==> src/rtl/tdm_serdes_pkg.sv <==
package tdm_serdes_pkg;

  // Per-cycle slot events shared by the transmit and receive paths.
  typedef struct packed {
    logic first;  // first clock of an open window
    logic shift;  // window open and bit budget not used up
    logic close;  // window just closed
    logic full;   // all word bits exchanged in this window
  } slot_ev_t;

endpackage

==> src/rtl/slot_ctrl.sv <==
module slot_ctrl
  import tdm_serdes_pkg::*;
#(
  parameter int WORD_W = 8
) (
  input  logic     clk,
  input  logic     rst_n,
  input  logic     frame_n,
  input  logic     chan_n,
  output slot_ev_t ev
);
  localparam int CNT_W = $clog2(WORD_W + 1);
  localparam logic [CNT_W-1:0] CNT_MAX = CNT_W'(WORD_W);

  logic [CNT_W-1:0] bit_cnt;
  logic             win;
  logic             win_q;

  assign win = ~frame_n & ~chan_n;

  always_ff @(posedge clk or negedge rst_n) begin
    if (!rst_n) begin
      bit_cnt <= '0;
      win_q   <= 1'b0;
    end else begin
      win_q <= win;
      if (!win)
        bit_cnt <= '0;
      else if (bit_cnt < CNT_MAX)
        bit_cnt <= bit_cnt + 1'b1;
    end
  end

  always_comb begin
    ev.first = win && (bit_cnt == '0);
    ev.shift = win && (bit_cnt < CNT_MAX);
    ev.close = win_q && !win;
    ev.full  = (bit_cnt == CNT_MAX);
  end


  cnt_bound_chk: assert property (@(posedge clk) disable iff (!rst_n)
    bit_cnt <= CNT_MAX);

endmodule

==> src/rtl/tx_path.sv <==
module tx_path
  import tdm_serdes_pkg::*;
#(
  parameter int              WORD_W = 8,
  parameter logic [WORD_W-1:0] IDLE = '1
) (
  input  logic              clk,
  input  logic              rst_n,
  input  slot_ev_t          ev,
  input  logic [WORD_W-1:0] tx_data,
  input  logic              tx_valid,
  output logic              tx_ready,
  output logic              ser_dat
);
  logic [WORD_W-1:0] pend;
  logic              pend_v;
  logic [WORD_W-1:0] shreg;
  logic [WORD_W-1:0] load_w;
  logic              accept;

  assign tx_ready = ~pend_v;
  assign accept   = tx_valid & ~pend_v;
  assign load_w   = pend_v ? pend : IDLE;

  always_ff @(posedge clk or negedge rst_n) begin
    if (!rst_n) begin
      pend   <= '0;
      pend_v <= 1'b0;
      shreg  <= '0;
    end else begin
      if (ev.first)
        pend_v <= 1'b0;
      if (accept) begin
        pend_v <= 1'b1;
        pend   <= tx_data;
      end
      if (ev.first)
        shreg <= {load_w[WORD_W-2:0], 1'b0};
      else if (ev.shift)
        shreg <= {shreg[WORD_W-2:0], 1'b0};
    end
  end

  always_comb begin
    if (ev.first)
      ser_dat = load_w[WORD_W-1];
    else if (ev.shift)
      ser_dat = shreg[WORD_W-1];
    else
      ser_dat = 1'b0;
  end


  ready_drop_chk: assert property (@(posedge clk) disable iff (!rst_n)
    (tx_valid && tx_ready) |=> !tx_ready);


  pend_hold_chk: assert property (@(posedge clk) disable iff (!rst_n)
    (!tx_ready && !ev.first) |=> $stable(pend));

endmodule

==> src/rtl/rx_path.sv <==
module rx_path
  import tdm_serdes_pkg::*;
#(
  parameter int WORD_W = 8
) (
  input  logic              clk,
  input  logic              rst_n,
  input  slot_ev_t          ev,
  input  logic              ser_in,
  output logic [WORD_W-1:0] rx_data,
  output logic              rx_valid,
  output logic              slot_err
);
  logic              neg_bit;
  logic [WORD_W-1:0] shreg;

  // Line sampled mid-bit on the falling edge.
  always_ff @(negedge clk or negedge rst_n) begin
    if (!rst_n) neg_bit <= 1'b0;
    else        neg_bit <= ser_in;
  end

  always_ff @(posedge clk or negedge rst_n) begin
    if (!rst_n) begin
      shreg    <= '0;
      rx_data  <= '0;
      rx_valid <= 1'b0;
      slot_err <= 1'b0;
    end else begin
      if (ev.shift)
        shreg <= {shreg[WORD_W-2:0], neg_bit};
      rx_valid <= ev.close & ev.full;
      slot_err <= ev.close & ~ev.full;
      if (ev.close && ev.full)
        rx_data <= shreg;
    end
  end


  strobe_len_chk: assert property (@(posedge clk) disable iff (!rst_n)
    rx_valid |=> !rx_valid);


  strobe_excl_chk: assert property (@(posedge clk) disable iff (!rst_n)
    !(rx_valid && slot_err));


  data_hold_chk: assert property (@(posedge clk) disable iff (!rst_n)
    !rx_valid |-> $stable(rx_data));

endmodule

==> src/rtl/tdm_slot_serdes.sv <==
module tdm_slot_serdes
  import tdm_serdes_pkg::*;
#(
  parameter int                WORD_W = 8,
  parameter logic [WORD_W-1:0] IDLE   = '1
) (
  input  logic              clk,
  input  logic              rst_n,
  input  logic              frame_n,
  input  logic              chan_n,
  input  logic [WORD_W-1:0] tx_data,
  input  logic              tx_valid,
  output logic              tx_ready,
  output logic              ser_oe,
  output logic              ser_dat,
  input  logic              ser_in,
  output logic [WORD_W-1:0] rx_data,
  output logic              rx_valid,
  output logic              slot_err
);
  slot_ev_t ev;

  slot_ctrl #(.WORD_W(WORD_W)) ctrl_i (
    .clk(clk), .rst_n(rst_n), .frame_n(frame_n), .chan_n(chan_n), .ev(ev)
  );

  tx_path #(.WORD_W(WORD_W), .IDLE(IDLE)) tx_i (
    .clk(clk), .rst_n(rst_n), .ev(ev), .tx_data(tx_data),
    .tx_valid(tx_valid), .tx_ready(tx_ready), .ser_dat(ser_dat)
  );

  rx_path #(.WORD_W(WORD_W)) rx_i (
    .clk(clk), .rst_n(rst_n), .ev(ev), .ser_in(ser_in),
    .rx_data(rx_data), .rx_valid(rx_valid), .slot_err(slot_err)
  );

  assign ser_oe = ev.shift;


  oe_gate_chk: assert property (@(posedge clk) disable iff (!rst_n)
    ser_oe |-> (!frame_n && !chan_n));

endmodule

==> config.mk <==
export PLATFORM = sky130hd
export DESIGN_NAME = tdm_slot_serdes
export DESIGN_NICKNAME = d
export VERILOG_FILES = /design/src/rtl/tdm_serdes_pkg.sv /design/src/rtl/slot_ctrl.sv /design/src/rtl/tx_path.sv /design/src/rtl/rx_path.sv /design/src/rtl/tdm_slot_serdes.sv
export SDC_FILE = /design/constraint.sdc
export NUM_CORES = 1
export LEC_CHECK = 0
export BUFFER_PORTS_ARGS = -buffer_cell sky130_fd_sc_hd__buf_2
export CAP_MARGIN = 20
export CORE_MARGIN = 2
export CORE_UTILIZATION = 49
export CTS_CLUSTER_SIZE = 8
export DETAILED_ROUTE_END_ITERATION = 7
export PLACE_DENSITY = 0.72
export SYNTH_ARGS = -nofsm -noshare
export SYNTH_HDL_FRONTEND = slang
export SYNTH_HIERARCHICAL = 1
export SYNTH_SLANG_ARGS = --single-unit
==> constraint.sdc <==
create_clock -name clk -period 1.6 [get_ports clk]
set_input_delay 0.32 -clock clk [delete_from_list [all_inputs] [get_ports clk]]
set_output_delay 0.32 -clock clk [all_outputs]
set_load 0.03 [all_outputs]
# [Yosys cells after proc, flatten, opt, wreduce, memory -nomap -nowiden]
# Cells that the tools add are included.
[totals] in_bits=14 out_inout_bits=13 register_bits=41
[classes] mux=9 n_reduce_logical=8 n_addsub=1 bitwise_logic=8 eq_ne=2 order_cmp=1
[ops] operator="8-bit 2-to-1 mux" n=3
[ops] operator="4-bit 2-to-1 mux" n=2
[ops] operator="4-bit by 1-bit adder with 4-bit output (second input constant)" n=1
[ops] operator="1-bit AND" n=4
[ops] operator="4-bit equality test (second input constant)" n=1
[ops] operator="1-bit logical AND" n=4
[ops] operator="4-bit zero test" n=1
[ops] operator="4-bit < comparator (second input constant)" n=1
[ops] operator="1-bit 2-to-1 mux" n=4
[ops] operator="1-bit NOT" n=4
[ops] operator="2-bit nonzero test" n=2
[ops] operator="2-bit inequality test (second input constant)" n=1
[ops] operator="1-bit zero test" n=1

# [Longest topological paths before layout]
# Gate-level depths: netlist of the first run.
[logic_depth] ltp_word=5 ltp_mapped=6

# [Hierarchy]
# The synthesis of the first run kept the hierarchy.
[by_module_without_submodules] mod="tx_path" cells_each=49 seq_area_each_um2=400.4 instances=1 area_per_inst_um2=711.9
[by_module_without_submodules] mod="rx_path" cells_each=39 seq_area_each_um2=475.5 instances=1 area_per_inst_um2=684.4
[by_module_without_submodules] mod="slot_ctrl" cells_each=26 seq_area_each_um2=125.1 instances=1 area_per_inst_um2=281.5

==> results of run 1 <==
==> final cells by class <==
cell class	count	area (µm²)	share of cell area, %
inverter	6	23.8	1.11
sequential	40	1000	46.8
tap	46	57.6	2.69
timing repair buffer	43	278	13.0
clock buffer	5	37.5	1.76
multi-input combinational	63	649	30.4
clock inverter	3	90.1	4.22
==> cells by family after synthesis <==
family / share of synthesized area (%)
AO/OA/AOI/OAI: 4.55
XOR/XNOR: 1.04
adder cells (fa/ha/maj): 1.49
buffers and inverters: 3.58
flip-flops: 59.7
multiplexers: 22.1
AND/OR/NAND/NOR: 7.61
==> metrics by stage <==
stage	area, µm²	cells
2_1_floorplan	1720	114
3_3_place_gp	1940	192
3_5_place_dp	1940	192
4_1_cts	2120	204
5_1_grt	2140	206
6_report	2140	206
==> how the worst max path moves through the flow <==
stage                           start      end  slack, ns  cells after the start
floorplan                      chan_n  ser_dat      -0.12                      5
global placement               chan_n  ser_dat      -0.25                      6
detailed placement             chan_n  ser_dat      -0.26                      6
CTS                 ctrl_i/bit_cnt[1]  ser_dat      -0.44                      6
global route        ctrl_i/bit_cnt[0]  ser_dat      -0.56                      6
finish              ctrl_i/bit_cnt[1]  ser_dat      -0.44                      6
==> worst reg2reg max path, cell delays in order, from the launching register on <==
cell       delay [ns]
dfrtp_1          0.40
inv_1            0.07
ha_2             0.18
nor4b_4          0.30
nand2_2          0.13
buf_4            0.16
buf_4            0.14
a2bb2oi_1        0.13
==> power by group through the flow <==
| stage | combinational, mW | sequential, mW | clock (mW) |
|---|---|---|---|
| floorplan | 0.510 | 1.42 | 0 |
| global placement | 0.597 | 1.47 | 0 |
| detailed placement | 0.621 | 1.49 | 0 |
| CTS | 0.647 | 1.47 | 0.993 |
| global route | 0.692 | 1.51 | 1.06 |
| finish | 0.641 | 1.46 | 0.973 |
==> timing repair <==
item                                    in CTS  in global routing
endpoints found under the setup margin       2                 10
pin swaps                                    3                  1
resized for setup                            8                  1
buffers inserted                             4                  4
==> sequential cells by signal (all words and copies together), names as in the netlist <==
signal / count
ctrl_i/win_q: 1
tx_i/pend_v: 1
ctrl_i/bit_cnt: 4
tx_i/pend: 8
rx_i/slot_err: 1
tx_i/shreg: 7
rx_i/rx_valid: 1
rx_i/neg_bit: 1
rx_i/rx_data: 8
rx_i/shreg: 8
==> cell usage after synthesis, drive strengths merged (2+ instances only) <==
cell / instances / area (µm²)
inv: 5 / 18.8
ha: 2 / 25.0
a21oi: 2 / 10.0
nor2b: 2 / 12.5
nor2: 5 / 18.8
mux2: 24 / 300
and3b: 3 / 26.3
dfrtp: 39 / 976
nand2: 3 / 18.8
buf: 5 / 37.5
mux2i: 7 / 70.1
a2bb2oi: 6 / 52.6
==> metal layers <==
layer / part of all wire (%) / vias to the layer above / global-route usage [%]
li1: - / 478 / -
met1: 44 / 504 / 21.5
met2: 51 / 19 / 27.0
met3: 3.8 / 5 / 5.59
met4: 1.3 / 0 / 6.67
met5: 0 / - / 0
==> flow_summary.json, run 1 <==
{
  "hpwl_um": 1990,
  "p_seq_share_pct": 47.5,
  "async_flop_share_pct": 100,
  "mostFrequentLayoutCell": "dfrtp_1",
  "num_rows": 21,
  "grt_pass1_vias": 1099,
  "tightest_slew_ns": 0.477,
  "antenna_found_initial": 0,
  "internal_power_mw": 2.34,
  "slowest_delay_ns": 0.40,
  "cp.required_ns": 1.28,
  "ys_warn_count": 6,
  "setup_viol": 4,
  "hp-class": "in -> async",
  "fin_ws_ns": -0.439,
  "ir_drop_uv": 843,
  "reg2reg_to": "tx_i/shreg[2]",
  "drive_gt1_share_pct": 52.5,
  "r2r_start": "ctrl_i/bit_cnt[1]",
  "drv_cap": 0,
  "synth_edf_count": 0,
  "p_sw_mw": 0.738,
  "critPathLaunchType": "flop",
  "drtIter0Drc": 19,
  "htreeDepth": 2,
  "cts.clk_slew.worst_paths_ns": 0.12,
  "nFillCells": 269,
  "r2r_cells": 7,
  "max-slew-margin-rel_pct": 68.2,
  "fin_util_pct": 64.6,
  "die_h_um": 62.5,
  "gp_congestion": 0.765,
  "synth_top_flop_cell": "dfrtp_1",
  "ys_seq_area_share_pct": 59.7,
  "num_vias": 1006,
  "p_per_area_nw_per_um2": 1440,
  "worstSkewPairLatency_ns": 0.34,
  "start_util_pct": 50.7,
  "finalPower_mw": 3.08,
  "cts_tree": "done",
  "critical_path_class": "reg -> out",
  "cts-root-buf": "clkbuf_4",
  "violations": "negative setup slack",
  "pwr-share-clk_pct": 31.6,
  "synth.ff_latch_count": 40,
  "cp_max_fo": 4,
  "report.final.slew_viol_count": 0,
  "portBuffers": 26,
  "period_share_pct": 127,
  "p_comb_share_pct": 20.8,
  "ys_types": 26,
  "power_leakage_nw": 1.10,
  "postCtsHoldBufs": 0,
  "finalNetCount": 175,
  "period_needed_ns": 2.04,
  "status": "complete, but fails checks",
  "end_kind": "primary output",
  "fp.coreArea_um2": 3310,
  "grtUsageTotal_pct": 17.0,
  "rrSetupSlack_ns": 0,
  "numClockSinks": 40,
  "ant_nets": 0,
  "hold_viol": 0,
  "diodes": 0,
  "grt_max_degree": 40,
  "synthCells": 114,
  "grt_pass1_wl_um": 5090,
  "areaGrowthSynthToFinish_pct": 27.4,
  "holdWs_ns": 0.0620,
  "wl_um": 2850,
  "numCtsBuffers": 5,
  "drt-pass1-iter-count": 4,
  "slowest_stage": "dfrtp_1",
  "place_ws_ns": -0.265,
  "crit_arrival_ns": 1.72,
  "tns_ns": -0.462,
  "routedWlPerCell_um": 13.8,
  "p_sw_share_pct": 24.0,
  "critical_path_buf_inv_count": 3,
  "vias_per_cell": 4.88,
  "syn_area_um2": 1680,
  "clock.fmax_mhz": 491,
  "grt_setup_unrepaired": "yes",
  "pin_count": 27,
  "cp_top_family": "flip-flops",
  "max-clock-path-buffers": 2,
  "finClkSkew_ns": 0.0140,
  "die_area_um2": 3910,
  "avgSynthCellArea_um2": 14.7,
  "drc": 0,
  "layout_common_cells": "dfrtp_1, buf_2, mux2_2",
  "cp_cell_sequence": "inv_1 -> ha_2 -> nor4b_4 -> clkinv_2 -> a2bb2oi_4 -> buf_6",
  "synth_nets": 130,
  "grt_remaining_overflow": 0,
  "die_w_um": 62.5
}
Power figures use the tool's default switching activity.
==> run 2, diff against run 1 <==
--- a/config.mk
+++ b/config.mk
@@ -8,7 +8,8 @@
 export BUFFER_PORTS_ARGS = -buffer_cell sky130_fd_sc_hd__buf_2
 export CAP_MARGIN = 20
 export CORE_MARGIN = 2
-export CORE_UTILIZATION = 49
+export CORE_UTILIZATION = 51
+export CTS_BUF_LIST = sky130_fd_sc_hd__clkbuf_16
 export CTS_CLUSTER_SIZE = 8
 export DETAILED_ROUTE_END_ITERATION = 7
 export PLACE_DENSITY = 0.72
==> constraint.sdc (replaced) <==
create_clock -name clk -period 2 [get_ports clk]
set_input_delay 0.4 -clock clk [delete_from_list [all_inputs] [get_ports clk]]
set_output_delay 0.4 -clock clk [all_outputs]
set_load 0.03 [all_outputs]
==> flow_summary.json, run 2 (synthesis results as in run 1) <==
{
  "p_sw_mw": 0.589,
  "antenna_found_initial": 0,
  "setup_viol": 0,
  "routedWlPerCell_um": 12.7,
  "p_seq_share_pct": 48.8,
  "end_kind": "primary output",
  "tns_ns": 0,
  "report.final.slew_viol_count": 0,
  "cts-root-buf": "clkbuf_16",
  "fin_util_pct": 66.5,
  "finalNetCount": 166,
  "drtIter0Drc": 11,
  "period_share_pct": 98.9,
  "mostFrequentLayoutCell": "dfrtp_1",
  "grt_setup_unrepaired": "yes",
  "vias_per_cell": 4.90,
  "num_rows": 20,
  "pwr-share-clk_pct": 30.7,
  "pin_count": 27,
  "die_h_um": 61.4,
  "r2r_start": "rx_i/neg_bit",
  "die_w_um": 61.4,
  "power_leakage_nw": 1.05,
  "crit_arrival_ns": 1.58,
  "worstSkewPairLatency_ns": 0.30,
  "p_comb_share_pct": 20.5,
  "place_ws_ns": 0.0137,
  "hpwl_um": 1760,
  "numClockSinks": 40,
  "diodes": 0,
  "grt_pass1_wl_um": 4150,
  "period_needed_ns": 1.98,
  "start_util_pct": 54.1,
  "internal_power_mw": 1.80,
  "drive_gt1_share_pct": 47.7,
  "hp-class": "in -> async",
  "fin_ws_ns": 0.0221,
  "finClkSkew_ns": 0.0242,
  "grt_remaining_overflow": 0,
  "rrSetupSlack_ns": 0.28,
  "layout_common_cells": "dfrtp_1, buf_2, mux2_2",
  "max-slew-margin-rel_pct": 69.3,
  "status": "complete, no violations",
  "p_per_area_nw_per_um2": 1160,
  "critPathLaunchType": "flop",
  "drv_cap": 0,
  "cts_tree": "done",
  "multi_input_area_um2": 647,
  "tightest_slew_ns": 0.460,
  "wl_um": 2470,
  "num_vias": 956,
  "grtUsageTotal_pct": 15.5,
  "nFillCells": 242,
  "clock.fmax_mhz": 506,
  "p_sw_share_pct": 24.7,
  "gp_congestion": 0.712,
  "hold_viol": 0,
  "crit_start": "ctrl_i/bit_cnt[1]",
  "grt_pass1_vias": 961,
  "die_area_um2": 3760,
  "drc": 0,
  "htreeDepth": 2,
  "holdWs_ns": 0.216,
  "max-clock-path-buffers": 2,
  "top_regs": "rx_i/rx_data (8), rx_i/shreg (8), tx_i/pend (8)",
  "finalPower_mw": 2.39,
  "grt_max_degree": 40,
  "seq_area_um2": 1000,
  "drt-pass1-iter-count": 4,
  "cts.clk_slew.worst_paths_ns": 0.05,
  "areaGrowthSynthToFinish_pct": 23.0,
  "cp.required_ns": 1.60,
  "numCtsBuffers": 5,
  "cp_max_fo": 4,
  "ir_drop_uv": 683,
  "fp.coreArea_um2": 3100,
  "critical_path_class": "reg -> out",
  "ant_nets": 0,
  "portBuffers": 26
}
## run 2: cell types whose count changed in the layout (fill, tap and decap cells not counted), sizes merged
cell | before | now
buf | 43 | 34
bufinv | 3 | 0
clkinv | 1 | 2
clkinvlp | 0 | 1
inv | 5 | 6
## run 2: what timing repair did
item                                    4_1_cts  5_1_grt
hold buffers                                  0        0
endpoints found under the setup margin        1        1
pin swaps                                     1        0
resized for setup                             4        0
buffers inserted                              2        0
## run 2: final timing paths
check                                  end  cells after the start
max                                ser_dat                      6
min                        rx_i/rx_data[7]                      2
max reg2reg                  rx_i/shreg[0]                      1
min reg2reg                rx_i/rx_data[6]                      1
max in group asynchronous     rx_i/neg_bit                      1
min in group clk              tx_i/pend[7]                      2
## run 2: power by group through the flow
| stage | logic (mW) | clock network, mW | registers, mW |
|---|---|---|---|
| floorplan | 0.405 | 0 | 1.14 |
| global placement | 0.469 | 0 | 1.17 |
| detailed placement | 0.486 | 0 | 1.18 |
| CTS | 0.500 | 0.754 | 1.17 |
| global route | 0.533 | 0.788 | 1.20 |
| finish | 0.489 | 0.734 | 1.17 |
## run 2: worst max-delay path, stage by stage (launching register included)
cell and delay [ns]:
dfrtp_1 0.38, inv_1 0.06, ha_2 0.17, nor4b_4 0.28, nand2_2 0.12, a2bb2oi_4 0.16, buf_6 0.13
## run 2: layout make-up
class | instances | area share [%]
Sequential cell | 40 | 48.5
Clock inverter | 3 | 0.728
Inverter | 6 | 1.15
Multi-Input combinational cell | 63 | 31.4
Timing Repair Buffer | 34 | 9.52
Tap cell | 44 | 2.67
Clock buffer | 5 | 6.06
## run 2: metrics by stage
step / area, µm² / std cells
finish: 2060 / 195
global route: 2060 / 195
CTS: 2060 / 195
detailed placement: 1900 / 185
global placement: 1900 / 185
floorplan: 1700 / 114
## run 2: routing by layer
metal  up-vias  routed length, µm  share of wire (%)  track usage (%)
met3         5                106                4.3             3.78
met4         0                 45                1.8             9.12
met2        27               1210                 49             25.8
met5         -                  0                  0                0
met1       460               1110                 45             18.3
li1        464                  -                  -                -
